## src/rtl/ep0_pkg.sv

```systemverilog
package ep0_pkg;
  localparam logic [1:0] ADDR_CSR   = 2'd0;
  localparam logic [1:0] ADDR_DATA  = 2'd1;
  localparam logic [1:0] ADDR_COUNT = 2'd2;
  localparam logic [1:0] ADDR_CTRL  = 2'd3;

  localparam int B_OPR = 0;
  localparam int B_IPR = 1;
  localparam int B_OVR = 2;
  localparam int B_DE  = 4;
  localparam int B_SE  = 5;
  localparam int B_SVO = 6;
  localparam int B_SVS = 7;
endpackage

```

## src/rtl/ep0_rx_fifo.sv

```systemverilog
module ep0_rx_fifo #(
  parameter int DEPTH = 16,
  parameter int W     = 8
) (
  input  logic           clk,
  input  logic           rst_n,
  input  logic           flush,
  input  logic           push,
  input  logic [W-1:0]   din,
  input  logic           pop,
  output logic [W-1:0]   dout,
  output logic [$clog2(DEPTH):0] count,
  output logic           full,
  output logic           empty
);
  localparam int AW = $clog2(DEPTH);
  localparam logic [AW:0] DEPTH_C = DEPTH[AW:0];

  logic [W-1:0] mem [DEPTH];
  logic [AW:0]  wp, rp, wp_base;

  assign wp_base = flush ? '0 : wp;
  assign count   = wp - rp;
  assign full    = (count == DEPTH_C);
  assign empty   = (count == '0);
  assign dout    = mem[rp[AW-1:0]];

  always_ff @(posedge clk) begin
    if (push) mem[wp_base[AW-1:0]] <= din;
  end

  always_ff @(posedge clk) begin
    if (!rst_n) begin
      wp <= '0;
      rp <= '0;
    end else begin
      wp <= wp_base + {{AW{1'b0}}, push};
      rp <= flush ? '0 : rp + {{AW{1'b0}}, pop};
    end
  end

  assert_no_overflow_R9: assert property (@(posedge clk) disable iff (!rst_n)
    count <= DEPTH_C);
  assert_pop_step_R3: assert property (@(posedge clk) disable iff (!rst_n)
    (pop && !push && !flush) |=> count == $past(count) - 1'b1);
endmodule

```

## src/rtl/ep0_flags.sv

```systemverilog
module ep0_flags
  import ep0_pkg::*;
(
  input  logic       clk,
  input  logic       rst_n,
  input  logic       set_opr,
  input  logic       set_ovr,
  input  logic       csr_we,
  input  logic       ctrl_we,
  input  logic [7:0] wdata,
  input  logic       status_done,
  input  logic       in_sent,
  output logic       opr,
  output logic       ipr,
  output logic       ovr,
  output logic       de,
  output logic       se,
  output logic       ien
);
  logic clr_opr, clr_se, clr_ovr, set_de, set_ipr;
  logic unused_wbits;

  assign clr_opr = csr_we & wdata[B_SVO];
  assign clr_se  = csr_we & wdata[B_SVS];
  assign clr_ovr = csr_we & wdata[B_OVR];
  assign set_de  = csr_we & wdata[B_DE];
  assign set_ipr = csr_we & wdata[B_IPR];
  assign unused_wbits = ^{wdata[3], wdata[5]};

  always_ff @(posedge clk) begin
    if (!rst_n) begin
      opr <= 1'b0;
      ipr <= 1'b0;
      ovr <= 1'b0;
      de  <= 1'b0;
      se  <= 1'b0;
      ien <= 1'b1;
    end else begin
      if (set_opr)      opr <= 1'b1;
      else if (clr_opr) opr <= 1'b0;
      if (set_ipr)      ipr <= 1'b1;
      else if (in_sent) ipr <= 1'b0;
      if (set_ovr)      ovr <= 1'b1;
      else if (clr_ovr) ovr <= 1'b0;
      if (status_done)  de <= 1'b0;
      else if (set_de)  de <= 1'b1;
      if (status_done)  se <= 1'b1;
      else if (clr_se)  se <= 1'b0;
      if (ctrl_we)      ien <= wdata[0];
    end
  end

  assert_opr_clear_R4: assert property (@(posedge clk) disable iff (!rst_n)
    (clr_opr && !set_opr) |=> !opr);
  assert_de_set_R5: assert property (@(posedge clk) disable iff (!rst_n)
    (set_de && !status_done) |=> de);
  assert_status_R6: assert property (@(posedge clk) disable iff (!rst_n)
    status_done |=> (se && !de));
  assert_se_only_action_R7: assert property (@(posedge clk) disable iff (!rst_n)
    $fell(se) |-> $past(csr_we && wdata[B_SVS]));
  assert_ipr_keep_R8: assert property (@(posedge clk) disable iff (!rst_n)
    (ipr && !in_sent) |=> ipr);
endmodule

```

## src/rtl/ep0_csr.sv

```systemverilog
module ep0_csr
  import ep0_pkg::*;
#(
  parameter int DEPTH = 16
) (
  input  logic       clk,
  input  logic       rst_n,
  input  logic       rx_valid,
  output logic       rx_ready,
  input  logic [7:0] rx_data,
  input  logic       rx_sop,
  input  logic       rx_eop,
  input  logic       status_done,
  input  logic       in_sent,
  input  logic [1:0] cpu_addr,
  input  logic       cpu_wr,
  input  logic       cpu_rd,
  input  logic [7:0] cpu_wdata,
  output logic [7:0] cpu_rdata,
  output logic       irq
);
  localparam int CW = $clog2(DEPTH) + 1;

  logic          opr, ipr, ovr, de, se, ien;
  logic          dropping, drop_now, start;
  logic          flush, push, pop, set_opr, set_ovr;
  logic [7:0]    dout;
  logic [CW-1:0] count;
  logic          full, empty;

  assign rx_ready = 1'b1;
  assign start    = rx_valid & rx_sop;
  assign drop_now = start ? opr : dropping;
  assign flush    = start & ~opr;
  assign push     = rx_valid & ~drop_now & (rx_sop | ~full);
  assign set_ovr  = rx_valid & (drop_now | (~rx_sop & full));
  assign set_opr  = rx_valid & rx_eop & ~drop_now;
  assign pop      = cpu_rd & (cpu_addr == ADDR_DATA) & ~empty;

  always_ff @(posedge clk) begin
    if (!rst_n)     dropping <= 1'b0;
    else if (start) dropping <= opr;
  end

  ep0_rx_fifo #(.DEPTH(DEPTH), .W(8)) u_fifo (
    .clk(clk), .rst_n(rst_n), .flush(flush), .push(push), .din(rx_data),
    .pop(pop), .dout(dout), .count(count), .full(full), .empty(empty)
  );

  ep0_flags u_flags (
    .clk(clk), .rst_n(rst_n), .set_opr(set_opr), .set_ovr(set_ovr),
    .csr_we(cpu_wr & (cpu_addr == ADDR_CSR)),
    .ctrl_we(cpu_wr & (cpu_addr == ADDR_CTRL)),
    .wdata(cpu_wdata), .status_done(status_done), .in_sent(in_sent),
    .opr(opr), .ipr(ipr), .ovr(ovr), .de(de), .se(se), .ien(ien)
  );

  always_comb begin
    case (cpu_addr)
      ADDR_CSR:   cpu_rdata = {2'b00, se, de, 1'b0, ovr, ipr, opr};
      ADDR_DATA:  cpu_rdata = empty ? 8'h00 : dout;
      ADDR_COUNT: cpu_rdata = {{(8-CW){1'b0}}, count};
      default:    cpu_rdata = {7'b0, ien};
    endcase
  end

  assign irq = ien & (opr | se);

  assert_opr_set_R2: assert property (@(posedge clk) disable iff (!rst_n)
    set_opr |=> opr);
  assert_drop_keeps_R9: assert property (@(posedge clk) disable iff (!rst_n)
    (start && opr && !pop) |=> $stable(count));
  assert_ready_R12: assert property (@(posedge clk) rx_ready);
endmodule

```

## config.mk

```make
export PLATFORM = sky130hd
export DESIGN_NAME = ep0_csr
export DESIGN_NICKNAME = d
export VERILOG_FILES = /design/src/rtl/ep0_pkg.sv /design/src/rtl/ep0_rx_fifo.sv /design/src/rtl/ep0_flags.sv /design/src/rtl/ep0_csr.sv
export SDC_FILE = /design/constraint.sdc
export NUM_CORES = 1
export LEC_CHECK = 0
export BUFFER_PORTS_ARGS = -buffer_cell sky130_fd_sc_hd__buf_2
export CAP_MARGIN = 40
export CORE_MARGIN = 8
export CORE_UTILIZATION = 60
export DETAILED_ROUTE_END_ITERATION = 10
export GPL_TIMING_DRIVEN = 0
export PLACE_DENSITY_LB_ADDON = 0.3
export SYNTH_ARGS = -nofsm -noshare
export SYNTH_HDL_FRONTEND = slang
export SYNTH_SLANG_ARGS = --single-unit
```

## constraint.sdc

```tcl
create_clock -name clk -period 4.3 [get_ports clk]
set_clock_uncertainty 0.1 [all_clocks]
set_input_delay 0.86 -clock clk [delete_from_list [all_inputs] [get_ports clk]]
set_output_delay 0.86 -clock clk [all_outputs]
set_load 0.05 [all_outputs]
```

==> results.md <==
- The number of cells on the worst reg-to-reg path is 13.
- The number of max-capacitance violations reported is 0.
- For the worst-skew pair, the clock arrives at the later sink with an insertion delay of 0.52 ns.
- At the pin with the least slew margin, the transition time is 0.873 ns.
- The most common cell in the synthesized netlist is sky130_fd_sc_hd__edfxtp_1.
- The pre-antenna-repair detailed-routing pass consisted of 5 iterations.
- The region available for standard cell placement spans 10,100 sq um.
- Traced cell by cell, the critical path runs through clkbuf_4 > inv_2 > fa_1 > nand3b_1 > a211o_1 > a22oi_2 > buf_4 > a2111oi_1 > buf_4.
- Clock tree synthesis found a total of 145 sinks.
- IR analysis of the VDD net gives a maximum drop of 0.353 mV.
- The signal arrival time at the worst endpoint is 3.29 ns.
- Across all register-to-register paths, the minimum setup slack is 0.28 ns.
- The standard-cell row count is 37.
- The floorplan step set the die height to 117 microns.
- The largest buffer count on any clock path is 2.
- When the netlist entered floorplanning its net count stood at 388.
- Among the stages of the critical path, the cell type that occurs most often is sky130_fd_sc_hd__buf_4.
- Of all nets on the critical path, the largest fanout is 10.
- The total number of nets in the final design is 454.
- The critical register-to-register path startpoint is u_fifo.rp[1].
- The netlist uses 45 different library cells.
- The cell family contributing the most delay on the critical path is buffers and inverters.
- The critical path is of the flop to primary output type.
- Measured along the x axis, the die boundary spans 117 microns.
- In the global route stage, overall resource usage came out at 20.4%.
- The largest net degree at the start of global routing is 17.
- Ranked by total cell area, the synthesized netlist is headed by sky130_fd_sc_hd__edfxtp_1 63%, sky130_fd_sc_hd__mux4_2 12%, sky130_fd_sc_hd__dfxtp_1 5.5%, sky130_fd_sc_hd__mux2i_1 2.9%, sky130_fd_sc_hd__ha_1 1.6%.
- The fraction of layout instances using a drive strength above 1 is 32.7%.
- The final critical path takes up 98.8% of the cycle.
- The CTS root buffer is sky130_fd_sc_hd__clkbuf_8.
- Setup violations remaining at the end of the flow were counted as 0.
- The final count of hold timing violations came to 0.
- Port buffering added 31 buffers.
- The startpoint identified for the worst hold timing path is u_flags.ien.
- The number of diodes added for antenna fixing is 0.
- For this configuration, the core starts out at a cell density of 60.6%.
- Headroom to the max-slew limit came out at 41.8%.
- Clock-pin slew was measured on the worst setup and hold paths at 0.06 ns.
- The final antenna-violating net count is 0.
- In the final routed layout, each cell accounts on average for 22.7 microns.
- TritonCTS built the clock tree.
- The final count of pins violating max slew is 0.
- The startpoint type of the worst setup path is a flop.
- The class of the worst hold path is flop to flop.
- Detailed placement ended at an HPWL of 8860 microns.
- The routed layout has 3,515 vias.
- In this run the critical register-to-register path is captured at u_fifo.wp[4].
- The via count of the first global-routing pass is 3,595.
- The flow ran to the end, and the final reports show no timing, DRC or antenna violations.
- The number of warning messages in the yosys log is 0.
- The number of antenna violations at the first check in global routing came to 0.
- The critical path contains buffers and inverters numbering 4 combined.
- The required time at the worst-slack endpoint is 3.34 ns.
- The number of buffers added by the clock tree synthesis step is 17.
- The register area share after synthesis is 68.1%.
- In the synthesized netlist, the cells that appear most often are 128 x sky130_fd_sc_hd__edfxtp_1, 32 x sky130_fd_sc_hd__mux4_2, 18 x sky130_fd_sc_hd__mux2i_1, 17 x sky130_fd_sc_hd__dfxtp_1, 17 x sky130_fd_sc_hd__nand2_1.
- The first global-routing pass estimated 19,800 microns of wire.
- The signed area change from the synthesized netlist to the final layout is 18.4%.
- The leakage power is 2.56 nW.
- Summed over all layers, the routed wires come to 12,900 microns.
- The worst setup path is captured at a primary output.
- The end-of-flow core utilization is 71.8%.
- The peak clock frequency supported by timing is 235 MHz.
- The final period demand of the worst path is 4.25 ns.
- The detail-routed via count per cell is 6.20.
- The layout has 601 filler cells.
- Counting flops with a built-in enable in the synthesized netlist gives 128.
- The library cell with the largest summed area after synthesis is sky130_fd_sc_hd__edfxtp_1.
- In this run the power density over the cells is 454 nW/um^2.
- The master of the slowest instance on the critical path is sky130_fd_sc_hd__fa_1.
- At the end of routability-driven placement, the weighted congestion stood at 0.865.
- The number of cells on the worst hold path is 2.
- For the final routed database, the setup TNS stands at 0 ns.
- The share of flip-flops with an asynchronous set or reset is 0%.
- During I/O placement, the number of pins put on the boundary was 37.
- The full die area is 13,700 sq um.
- The number of storage elements in the synthesis netlist is 145.
- The overflow left after global routing is 0.
- The area share of the largest cell type after synthesis is 62.6%.
- A synthesized cell averages 17.4 sq um.
- The worst hold path terminates at u_flags.ien.
- The H-tree depth is 4.
- The dominant register cell in the synthesized netlist is sky130_fd_sc_hd__edfxtp_1.
- The DRC violation count after routing is 0.
- Synthesis produced 352 cells.
- The violation count after the first detailed-route iteration is 342.
- For this run, the slowest stage of the critical path takes 0.64 ns.
- Summing every instance area after synthesis gives 6140 sq um.
[sequential cells by signal (all words and copies together), names as in the netlist]
register	cells
u_flags.ovr	1
dropping	1
u_flags.opr	1
u_flags.se	1
u_fifo.mem	128
u_flags.de	1
u_flags.ipr	1
u_fifo.wp	5
u_fifo.rp	5
u_flags.ien	1
[metrics by stage]
step                hold WS, ns  setup WS (ns)  area, sq um  total power, W  cells
global route              0.404        -0.0543         7270         0.00339    567
finish                    0.419         0.0525         7270         0.00330    567
CTS                       0.398         0.0409         7260         0.00332    567
floorplan                 0.368         -0.221         6140         0.00173    352
detailed placement        0.402       0.000713         6640         0.00180    535
global placement          0.399         -0.238         6470         0.00179    519
[what timing repair did]
action / CTS / global route
endpoints found under the setup margin: 10 / 8
pin swaps: 0 / 1
cloned: 0 / 0
buffers inserted: 0 / 1
hold buffers: 0 / 0
resized for setup: 3 / 7
[layout by cell type (no fill, tap or decap), types with 4 or more instances in the layout]
cell,n
sky130_fd_sc_hd__buf_4,19
sky130_fd_sc_hd__nand3_1,8
sky130_fd_sc_hd__ha_1,8
sky130_fd_sc_hd__nor2_1,7
sky130_fd_sc_hd__edfxtp_1,128
sky130_fd_sc_hd__o32ai_1,4
sky130_fd_sc_hd__clkbuf_16,16
sky130_fd_sc_hd__nor2b_1,6
sky130_fd_sc_hd__nand3b_1,4
sky130_fd_sc_hd__nand2b_1,4
sky130_fd_sc_hd__bufinv_16,4
sky130_fd_sc_hd__nor3b_1,4
sky130_fd_sc_hd__buf_2,34
sky130_fd_sc_hd__mux2i_1,18
sky130_fd_sc_hd__xnor2_1,5
sky130_fd_sc_hd__nand2_1,17
sky130_fd_sc_hd__nor4_2,8
sky130_fd_sc_hd__xor2_1,5
sky130_fd_sc_hd__clkbuf_1,5
sky130_fd_sc_hd__a21oi_1,6
sky130_fd_sc_hd__and3_1,5
sky130_fd_sc_hd__dfxtp_1,17
sky130_fd_sc_hd__mux2_2,6
sky130_fd_sc_hd__nor3_1,7
sky130_fd_sc_hd__and2_1,6
sky130_fd_sc_hd__mux4_2,32
[power by group]
group / internal [W] / switching (W)
Sequential: 0.00155 / 0.00000878
Combinational: 0.0000838 / 0.000142
Clock: 0.000948 / 0.000569
Total: 0.00258 / 0.000719
[tightest hold or removal path, cell delays in order, from the launching register on]
cell	delay, ns
sky130_fd_sc_hd__dfxtp_1	0.35
sky130_fd_sc_hd__mux2i_1	0.08
sky130_fd_sc_hd__nand2_1	0.06
[layer usage]
layer,part of all wire (%),vias to the layer above,global-route usage (%)
met5,0,-,0
met4,2.6,0,8.45
met3,7.1,29,5.13
met2,50,180,34.2
met1,40,1755,24.8
li1,-,1551,-
[area by class of cell]
type                    count  area (sq um)  area share [%]
plain buffers              16          98.8            1.36
multi-input cells         185          1910            26.2
clock buffers              17           414            5.69
flip-flops and latches    145          4180            57.5
repair buffers             48           278            3.82
well taps                 136           170            2.34
clock inverters            15           204            2.80
inverters                   5          18.8           0.258
[how the worst max path moves through the flow]
| stage | from | end | slack, ns | depth (start not counted) |
|---|---|---|---|---|
| finish | u_fifo.rp[1] | cpu_rdata[7] | 0.05 | 9 |
| global route | u_fifo.rp[3] | cpu_rdata[7] | -0.05 | 8 |
| CTS | u_fifo.rp[3] | cpu_rdata[6] | 0.04 | 8 |
| floorplan | u_fifo.rp[1] | cpu_rdata[6] | -0.22 | 7 |
| detailed placement | u_fifo.rp[1] | u_fifo.wp[4] | 0.0007 | 13 |
| global placement | u_fifo.rp[1] | u_fifo.mem[15][3] | -0.24 | 8 |
[logic make-up after synthesis]
kind of cell             share of synthesized area (%)
AO/OA/AOI/OAI                                     3.71
XOR/XNOR                                          1.43
adder cells (fa/ha/maj)                           1.96
buffers and inverters                             1.85
flip-flops                                        68.1
multiplexers                                      15.8
other                                           0.0611
AND/OR/NAND/NOR                                   7.11
Power figures use the tool's default switching activity.
